### src/rtl/serial_rx_pkg.sv
package serial_rx_pkg;

  typedef enum logic [1:0] {
    RX_IDLE  = 2'd0,
    RX_START = 2'd1,
    RX_SLOT  = 2'd2,
    RX_STOP  = 2'd3
  } rx_phase_e;

endpackage

### src/rtl/srx_line_sync.sv
module srx_line_sync #(
  parameter int STAGES = 2
) (
  input  logic clk,
  input  logic rst_n,
  input  logic din,
  output logic dout
);

  logic [STAGES-1:0] sync_q;

  always_ff @(posedge clk or negedge rst_n) begin
    if (!rst_n) sync_q <= '1;
    else        sync_q <= {sync_q[STAGES-2:0], din};
  end

  assign dout = sync_q[STAGES-1];

endmodule

### src/rtl/srx_bit_timer.sv
module srx_bit_timer
  import serial_rx_pkg::*;
#(
  parameter int OSR       = 16,
  parameter int MAX_SLOTS = 9,
  localparam int CW = $clog2(OSR),
  localparam int SW = $clog2(MAX_SLOTS + 1)
) (
  input  logic          clk,
  input  logic          rst_n,
  input  logic          tick,
  input  logic          line,
  input  logic [SW-1:0] slots_total,
  output logic          slot_stb,
  output logic [SW-1:0] slot_idx,
  output logic          stop_stb
);

  localparam logic [CW-1:0] HALF_LAST = CW'(OSR / 2 - 1);
  localparam logic [CW-1:0] FULL_LAST = CW'(OSR - 1);

  rx_phase_e     ph_q, ph_n;
  logic [CW-1:0] cnt_q, cnt_n;
  logic [SW-1:0] slot_q, slot_n;

  always_comb begin
    ph_n     = ph_q;
    cnt_n    = cnt_q;
    slot_n   = slot_q;
    slot_stb = 1'b0;
    stop_stb = 1'b0;
    if (tick) begin
      unique case (ph_q)
        RX_IDLE: begin
          if (!line) begin
            ph_n  = RX_START;
            cnt_n = '0;
          end
        end
        RX_START: begin
          if (cnt_q == HALF_LAST) begin
            cnt_n  = '0;
            slot_n = '0;
            ph_n   = line ? RX_IDLE : RX_SLOT;
          end else begin
            cnt_n = cnt_q + CW'(1);
          end
        end
        RX_SLOT: begin
          if (cnt_q == FULL_LAST) begin
            slot_stb = 1'b1;
            cnt_n    = '0;
            if (slot_q == slots_total - SW'(1)) ph_n = RX_STOP;
            else                                slot_n = slot_q + SW'(1);
          end else begin
            cnt_n = cnt_q + CW'(1);
          end
        end
        RX_STOP: begin
          if (cnt_q == FULL_LAST) begin
            stop_stb = 1'b1;
            cnt_n    = '0;
            ph_n     = RX_IDLE;
          end else begin
            cnt_n = cnt_q + CW'(1);
          end
        end
        default: ph_n = RX_IDLE;
      endcase
    end
  end

  always_ff @(posedge clk or negedge rst_n) begin
    if (!rst_n) begin
      ph_q   <= RX_IDLE;
      cnt_q  <= '0;
      slot_q <= '0;
    end else if (tick) begin
      ph_q   <= ph_n;
      cnt_q  <= cnt_n;
      slot_q <= slot_n;
    end
  end

  assign slot_idx = slot_q;

  AST_SLOT_RANGE: assert property (@(posedge clk) disable iff (!rst_n)
    (ph_q == RX_SLOT) |-> (slot_q < slots_total));

  AST_START_SHORT: assert property (@(posedge clk) disable iff (!rst_n)
    (ph_q == RX_START) |-> (cnt_q <= HALF_LAST));

endmodule

### src/rtl/srx_char_build.sv
module srx_char_build #(
  parameter int MAX_SLOTS = 9,
  localparam int SW = $clog2(MAX_SLOTS + 1),
  localparam int IW = $clog2(MAX_SLOTS)
) (
  input  logic                 clk,
  input  logic                 rst_n,
  input  logic                 slot_stb,
  input  logic [SW-1:0]        slot_idx,
  input  logic                 line,
  input  logic [SW-1:0]        slots_total,
  input  logic                 par_en,
  input  logic                 par_odd,
  input  logic                 msb_first,
  output logic [MAX_SLOTS-1:0] word,
  output logic                 par_bad,
  output logic                 addr_mark
);

  logic [MAX_SLOTS-1:0] raw_q, raw_n;
  logic [SW-1:0]        ndata;
  logic                 par_slot;

  always_comb begin
    raw_n = raw_q;
    if (slot_stb) raw_n[IW'(slot_idx)] = line;
  end

  always_ff @(posedge clk or negedge rst_n) begin
    if (!rst_n)        raw_q <= '0;
    else if (slot_stb) raw_q <= raw_n;
  end

  assign ndata = slots_total - SW'(par_en);

  always_comb begin
    word = '0;
    for (int i = 0; i < MAX_SLOTS; i++) begin
      if (i < int'(ndata)) begin
        if (msb_first) word[i] = raw_q[IW'(int'(ndata) - 1 - i)];
        else           word[i] = raw_q[i];
      end
    end
  end

  assign par_slot  = raw_q[IW'(slots_total - SW'(1))];
  assign par_bad   = par_en & ((^word) ^ par_slot ^ par_odd);
  assign addr_mark = word[IW'(ndata - SW'(1))];

endmodule

### src/rtl/serial_rx_wake.sv
module serial_rx_wake #(
  parameter int OSR       = 16,
  parameter int MAX_SLOTS = 9,
  parameter int SYNC_FF   = 2
) (
  input  logic                 clk,
  input  logic                 rst_n,
  input  logic                 tick16,
  input  logic                 rxd,
  input  logic                 cfg_nine,
  input  logic                 cfg_par_en,
  input  logic                 cfg_par_odd,
  input  logic                 cfg_msb_first,
  input  logic                 cfg_wake_en,
  input  logic                 sleep_req,
  output logic [MAX_SLOTS-1:0] rx_data,
  output logic                 rx_valid,
  output logic                 rx_par_err,
  output logic                 rx_frm_err,
  output logic                 asleep
);

  localparam int SW = $clog2(MAX_SLOTS + 1);

  logic                 line_s;
  logic [SW-1:0]        slots_total;
  logic                 slot_stb, stop_stb;
  logic [SW-1:0]        slot_idx;
  logic [MAX_SLOTS-1:0] word;
  logic                 par_bad, addr_mark;
  logic                 deliver;

  logic [MAX_SLOTS-1:0] data_n;
  logic                 valid_n, pe_n, fe_n, asleep_n;

  assign slots_total = cfg_nine ? SW'(MAX_SLOTS) : SW'(MAX_SLOTS - 1);

  srx_line_sync #(.STAGES(SYNC_FF)) u_sync (
    .clk(clk), .rst_n(rst_n), .din(rxd), .dout(line_s)
  );

  srx_bit_timer #(.OSR(OSR), .MAX_SLOTS(MAX_SLOTS)) u_timer (
    .clk(clk), .rst_n(rst_n), .tick(tick16), .line(line_s),
    .slots_total(slots_total), .slot_stb(slot_stb),
    .slot_idx(slot_idx), .stop_stb(stop_stb)
  );

  srx_char_build #(.MAX_SLOTS(MAX_SLOTS)) u_build (
    .clk(clk), .rst_n(rst_n), .slot_stb(slot_stb), .slot_idx(slot_idx),
    .line(line_s), .slots_total(slots_total), .par_en(cfg_par_en),
    .par_odd(cfg_par_odd), .msb_first(cfg_msb_first), .word(word),
    .par_bad(par_bad), .addr_mark(addr_mark)
  );

  assign deliver = stop_stb & (~asleep | addr_mark);

  always_comb begin
    valid_n  = deliver;
    data_n   = rx_data;
    pe_n     = rx_par_err;
    fe_n     = rx_frm_err;
    asleep_n = asleep;
    if (deliver) begin
      data_n = word;
      pe_n   = par_bad;
      fe_n   = ~line_s;
    end
    if (!cfg_wake_en)                         asleep_n = 1'b0;
    else if (sleep_req)                       asleep_n = 1'b1;
    else if (stop_stb && asleep && addr_mark) asleep_n = 1'b0;
  end

  always_ff @(posedge clk or negedge rst_n) begin
    if (!rst_n) begin
      rx_valid   <= 1'b0;
      rx_data    <= '0;
      rx_par_err <= 1'b0;
      rx_frm_err <= 1'b0;
      asleep     <= 1'b0;
    end else begin
      rx_valid   <= valid_n;
      rx_data    <= data_n;
      rx_par_err <= pe_n;
      rx_frm_err <= fe_n;
      asleep     <= asleep_n;
    end
  end

  int top_idx;
  assign top_idx = int'(slots_total) - int'(cfg_par_en) - 1;

  AST_VALID_PULSE: assert property (@(posedge clk) disable iff (!rst_n)
    rx_valid |=> !rx_valid);

  AST_SLEEP_ENTER: assert property (@(posedge clk) disable iff (!rst_n)
    (cfg_wake_en && sleep_req) |=> asleep);

  AST_WAKE_OFF: assert property (@(posedge clk) disable iff (!rst_n)
    !cfg_wake_en |=> !asleep);

  AST_WAKE_ADDR: assert property (@(posedge clk) disable iff (!rst_n)
    (rx_valid && $past(asleep)) |-> rx_data[top_idx]);

  AST_HIGH_ZERO: assert property (@(posedge clk) disable iff (!rst_n)
    (rx_valid && !cfg_nine) |-> !rx_data[MAX_SLOTS-1]);

endmodule

### config.mk
export PLATFORM = sky130hd
export DESIGN_NAME = serial_rx_wake
export DESIGN_NICKNAME = d
export VERILOG_FILES = /design/src/rtl/serial_rx_pkg.sv /design/src/rtl/srx_line_sync.sv /design/src/rtl/srx_bit_timer.sv /design/src/rtl/srx_char_build.sv /design/src/rtl/serial_rx_wake.sv
export SDC_FILE = /design/constraint.sdc
export NUM_CORES = 1
export LEC_CHECK = 0
export ABC_AREA = 1
export ABC_CLOCK_PERIOD_IN_PS = 3100
export BUFFER_PORTS_ARGS = -buffer_cell sky130_fd_sc_hd__buf_2
export CAP_MARGIN = 20
export CORE_UTILIZATION = 40
export DETAILED_ROUTE_END_ITERATION = 7
export PLACE_DENSITY = 0.61
export SYNTH_ARGS = -nofsm -noshare
export SYNTH_HDL_FRONTEND = slang
export SYNTH_HIERARCHICAL = 1
export SYNTH_SLANG_ARGS = --single-unit
### constraint.sdc
create_clock -name clk -period 3.1 [get_ports clk]
set_clock_uncertainty 0.15 [all_clocks]
set_input_delay 0.775 -clock clk [delete_from_list [all_inputs] [get_ports clk]]
set_output_delay 0.775 -clock clk [all_outputs]
set_load 0.01 [all_outputs]
==> out/results.ini <==
[outcome]
outcome=complete, but fails checks
violations=negative setup slack

[floorplan]
coreArea_um2=8180
die_w_um=93.6
die_h_um=93.6
initial_core_util_pct=41.0
ios=23
dieArea_um2=8750
rows=33

[setup_path]
cp.required_ns=3.12
reg2reg_from=u_build/raw_q[0]$_DFFE_PN0P_
critPathBufInv=5
path_cells=buf_8 -> clkinvlp_4 -> ha_4 -> inv_6 -> ha_4 -> nand2_4 -> nand2_8 -> nor2_2 -> a21oi_1 -> or2_0 -> o211ai_1 -> nand2_1 -> nand2_2 -> inv_2 -> nand2_1 -> nand4_1 -> nand3_1 -> o21ai_2 -> buf_6 -> nand2_4 -> nand3_2 -> nand2_1
cp-end-kind=flop
timing.rr.end=rx_data[3]$_DFFE_PN0P_
crit_fanout=8
worstSetupStartpointType=input pin
slowest_stage=ha_4
cpMostUsedCell=nand2_1
crit_arrival_ns=3.35
cp_slowest_stage_delay_ns=0.35
rrSetupSlack_ns=0.52
path_class=input pin to flop
reg2reg_depth=16
crit_family=simple AND/OR/NAND/NOR gates

[logic_synthesis]
yosysSeqAreaShare_pct=25.4
async_reset_ff_share_pct=100
synth.largest_area_cell=dfrtp_1
yosys_register_bits=34
synth_top_area_share_pct=23.9
synth-main-ff-cell=dfrtp_1
yosysWarnings=6
syn_avg_cell_area_um2=6.27
synth_cell_type_count=38
synth-edff-count=0
synthCells=535
synth.area.top_cells=dfrtp_1, nand2_1, nand3_1
syn_area_um2=3350

[clocking]
cts_hold_buf=0
htreeDepth=2
root_buffer=clkbuf_8
clk_path_buf_depth=2
cts_tree=built
cts_buffers=5
clk_latency_ns=0.29
path_clk_slew_ns=0.08
cts_sinks=34

[routing]
vias=3722
drc=0
drt-total-wl_mm=9.57
drt_pass1_iterations=5
antenna_left=0
wl_per_cell_um=12.8
via_per_inst=4.98
drtIter0Drc=225

[timing]
fmax_mhz=300
rsz0062_at_grt=yes
relSlewSlack_pct=26.7
period_needed_ns=3.33
setup_tns_ns=-2.65
hold_viol=0
slew_viol_final=0
fin_ws_ns=-0.230
setup_violations=13
min_period_over_period_pct=107
worst_slew_pin_slew_ns=1.09

[power_and_ir_drop]
switchingPower_uw=892
p_leak_nw=2.40
total_power_mw=2.02
intPower_mw=1.12
p_per_area_nw_per_um2=439
swShare_pct=44.2
clkPwrFrac_pct=17.4
comb_power_share_pct=53.5
p_seq_share_pct=29.1
peakVddDrop_v=0.000403

[grt]
groute.usage.overall_pct=23.6
antenna_found_initial=0
grt_max_degree=35
grt_pass1_wl_mm=16.3
grt-ovfl-total=0
grt_pass1_vias=3635

[min_path]
hold_end=u_sync/sync_q[1]$_DFF_PN1_
holdPathStages=0
hold_start=u_sync/sync_q[0]$_DFF_PN1_
hp-class=flop to flop

[place]
gp_congestion=0.961
portBuffers=22
hpwl_mm=7.17

[flow_run]
drv_cap=0

[layout]
n_fill_cell=785
nets=659
area_delta_synth_final_pct=37.1
ff_latch_area_um2=853
drive_above_1_share_pct=34.8
multi_input_area_um2=2530
n_antenna_cell=0

## sequential cells by signal, summed over array words and instances (netlist names), named ones only
| signal | cells |
|---|---|
| u_timer/cnt_q | 4 |
| u_sync/sync_q | 2 |
| u_timer/ph_q | 1 |
| rx_valid | 1 |
| rx_data | 9 |
| asleep | 1 |
| u_build/raw_q | 9 |
| rx_frm_err | 1 |
| u_timer/slot_idx | 4 |
| rx_par_err | 1 |
## timing repair
| item | CTS | global route |
|---|---|---|
| setup endpoints to repair | 13 | 13 |
| gates resized for setup | 52 | 26 |
| pin swaps | 26 | 22 |
| gates cloned | 1 | 1 |
| setup buffers | 10 | 1 |
## cells in the mapped netlist, types with 3 or more instances
cell,instances
nand2_1,181
inv_1,58
nand3_1,44
nor2_1,39
o21ai_0,37
dfrtp_1,32
nand2_2,23
nand3_2,14
inv_2,13
o21ai_1,11
a21oi_1,9
nand4_1,8
ha_1,7
nand2_4,7
nor3_1,6
xor2_1,5
buf_4,4
nor2_2,4
buf_6,3
o21ai_2,3
## cell families after synthesis
| group | count (synthesis) | synth area share, % |
|---|---|---|
| AO/OA/AOI/OAI | 69 | 11.3 |
| flip-flops | 34 | 25.4 |
| AND/OR/NAND/NOR | 336 | 48.5 |
| other | 2 | 0.224 |
| buffers and inverters | 81 | 10.4 |
| XOR/XNOR | 6 | 1.57 |
| adder cells (fa/ha/maj) | 7 | 2.61 |
## worst max-delay path by stage
stage | startpoint | to | slack, ns | cells past startpoint
2_1_floorplan | cfg_nine | rx_data[0]$_DFFE_PN0P_ | -0.19 | 24
3_3_place_gp | cfg_nine | asleep$_DFFE_PN0P_ | -0.61 | 22
3_5_place_dp | cfg_nine | asleep$_DFFE_PN0P_ | -0.66 | 22
4_1_cts | cfg_nine | rx_data[3]$_DFFE_PN0P_ | -0.14 | 25
5_1_grt | cfg_nine | rx_data[1]$_DFFE_PN0P_ | -0.38 | 22
6_report | cfg_nine | rx_data[3]$_DFFE_PN0P_ | -0.23 | 22
## power groups by stage
stage | sequential, mW | clock (mW) | combinational (mW)
final | 0.586 | 0.352 | 1.08
after global placement | 0.590 | 0 | 0.919
after global routing | 0.601 | 0.384 | 1.20
after floorplan | 0.581 | 0 | 0.646
after detailed placement | 0.591 | 0 | 0.941
after CTS | 0.585 | 0.359 | 1.03
## layout make-up
| type | count | share of cell area [%] |
|---|---|---|
| multi-input combinational | 437 | 55.0 |
| clock buffer | 6 | 1.80 |
| clock inverter | 2 | 0.272 |
| tap | 105 | 2.86 |
| sequential | 34 | 18.6 |
| inverter | 72 | 6.23 |
| timing repair buffer | 92 | 15.3 |
## per-layer routing
| metal | wire (um) | share of wire, % | GRT usage [%] | up-vias |
|---|---|---|---|---|
| met5 | 0 | 0 | 0 | - |
| met2 | 4760 | 50 | 41.9 | 65 |
| met3 | 329 | 3.4 | 3.41 | 14 |
| met1 | 4340 | 45 | 29.8 | 1735 |
| met4 | 140 | 1.5 | 5.64 | 0 |
| li1 | - | - | - | 1908 |
## cells in the final DEF, fill, tap and decap left out, drive strengths merged
master,instances
dfstp,2
nor3,6
nand3,58
clkbuf,6
xnor2,1
clkinvlp,2
nand4,9
buf,92
nor4,2
xor2,5
o211ai,2
a22oi,2
a21oi,11
conb,18
a31oi,1
nor2,44
inv,71
clkinv,1
dfrtp,32
nand2,214
nand3b,1
or2,3
o21ai,51
o22ai,2
ha,7
## through the flow
stage	hold WS (ns)	instance area, um^2	instances	utilization [%]	setup WS, ns
after CTS	0.210	4470	746	54.7	-0.138
after detailed placement	0.199	4110	727	50.3	-0.655
after global placement	0.199	4110	727	50.3	-0.608
after floorplan	0.195	3480	551	-	-0.193
after global routing	0.216	4600	748	56.2	-0.382
final	0.209	4600	748	56.2	-0.230
Note: power is estimated with default switching activity, not from simulation.
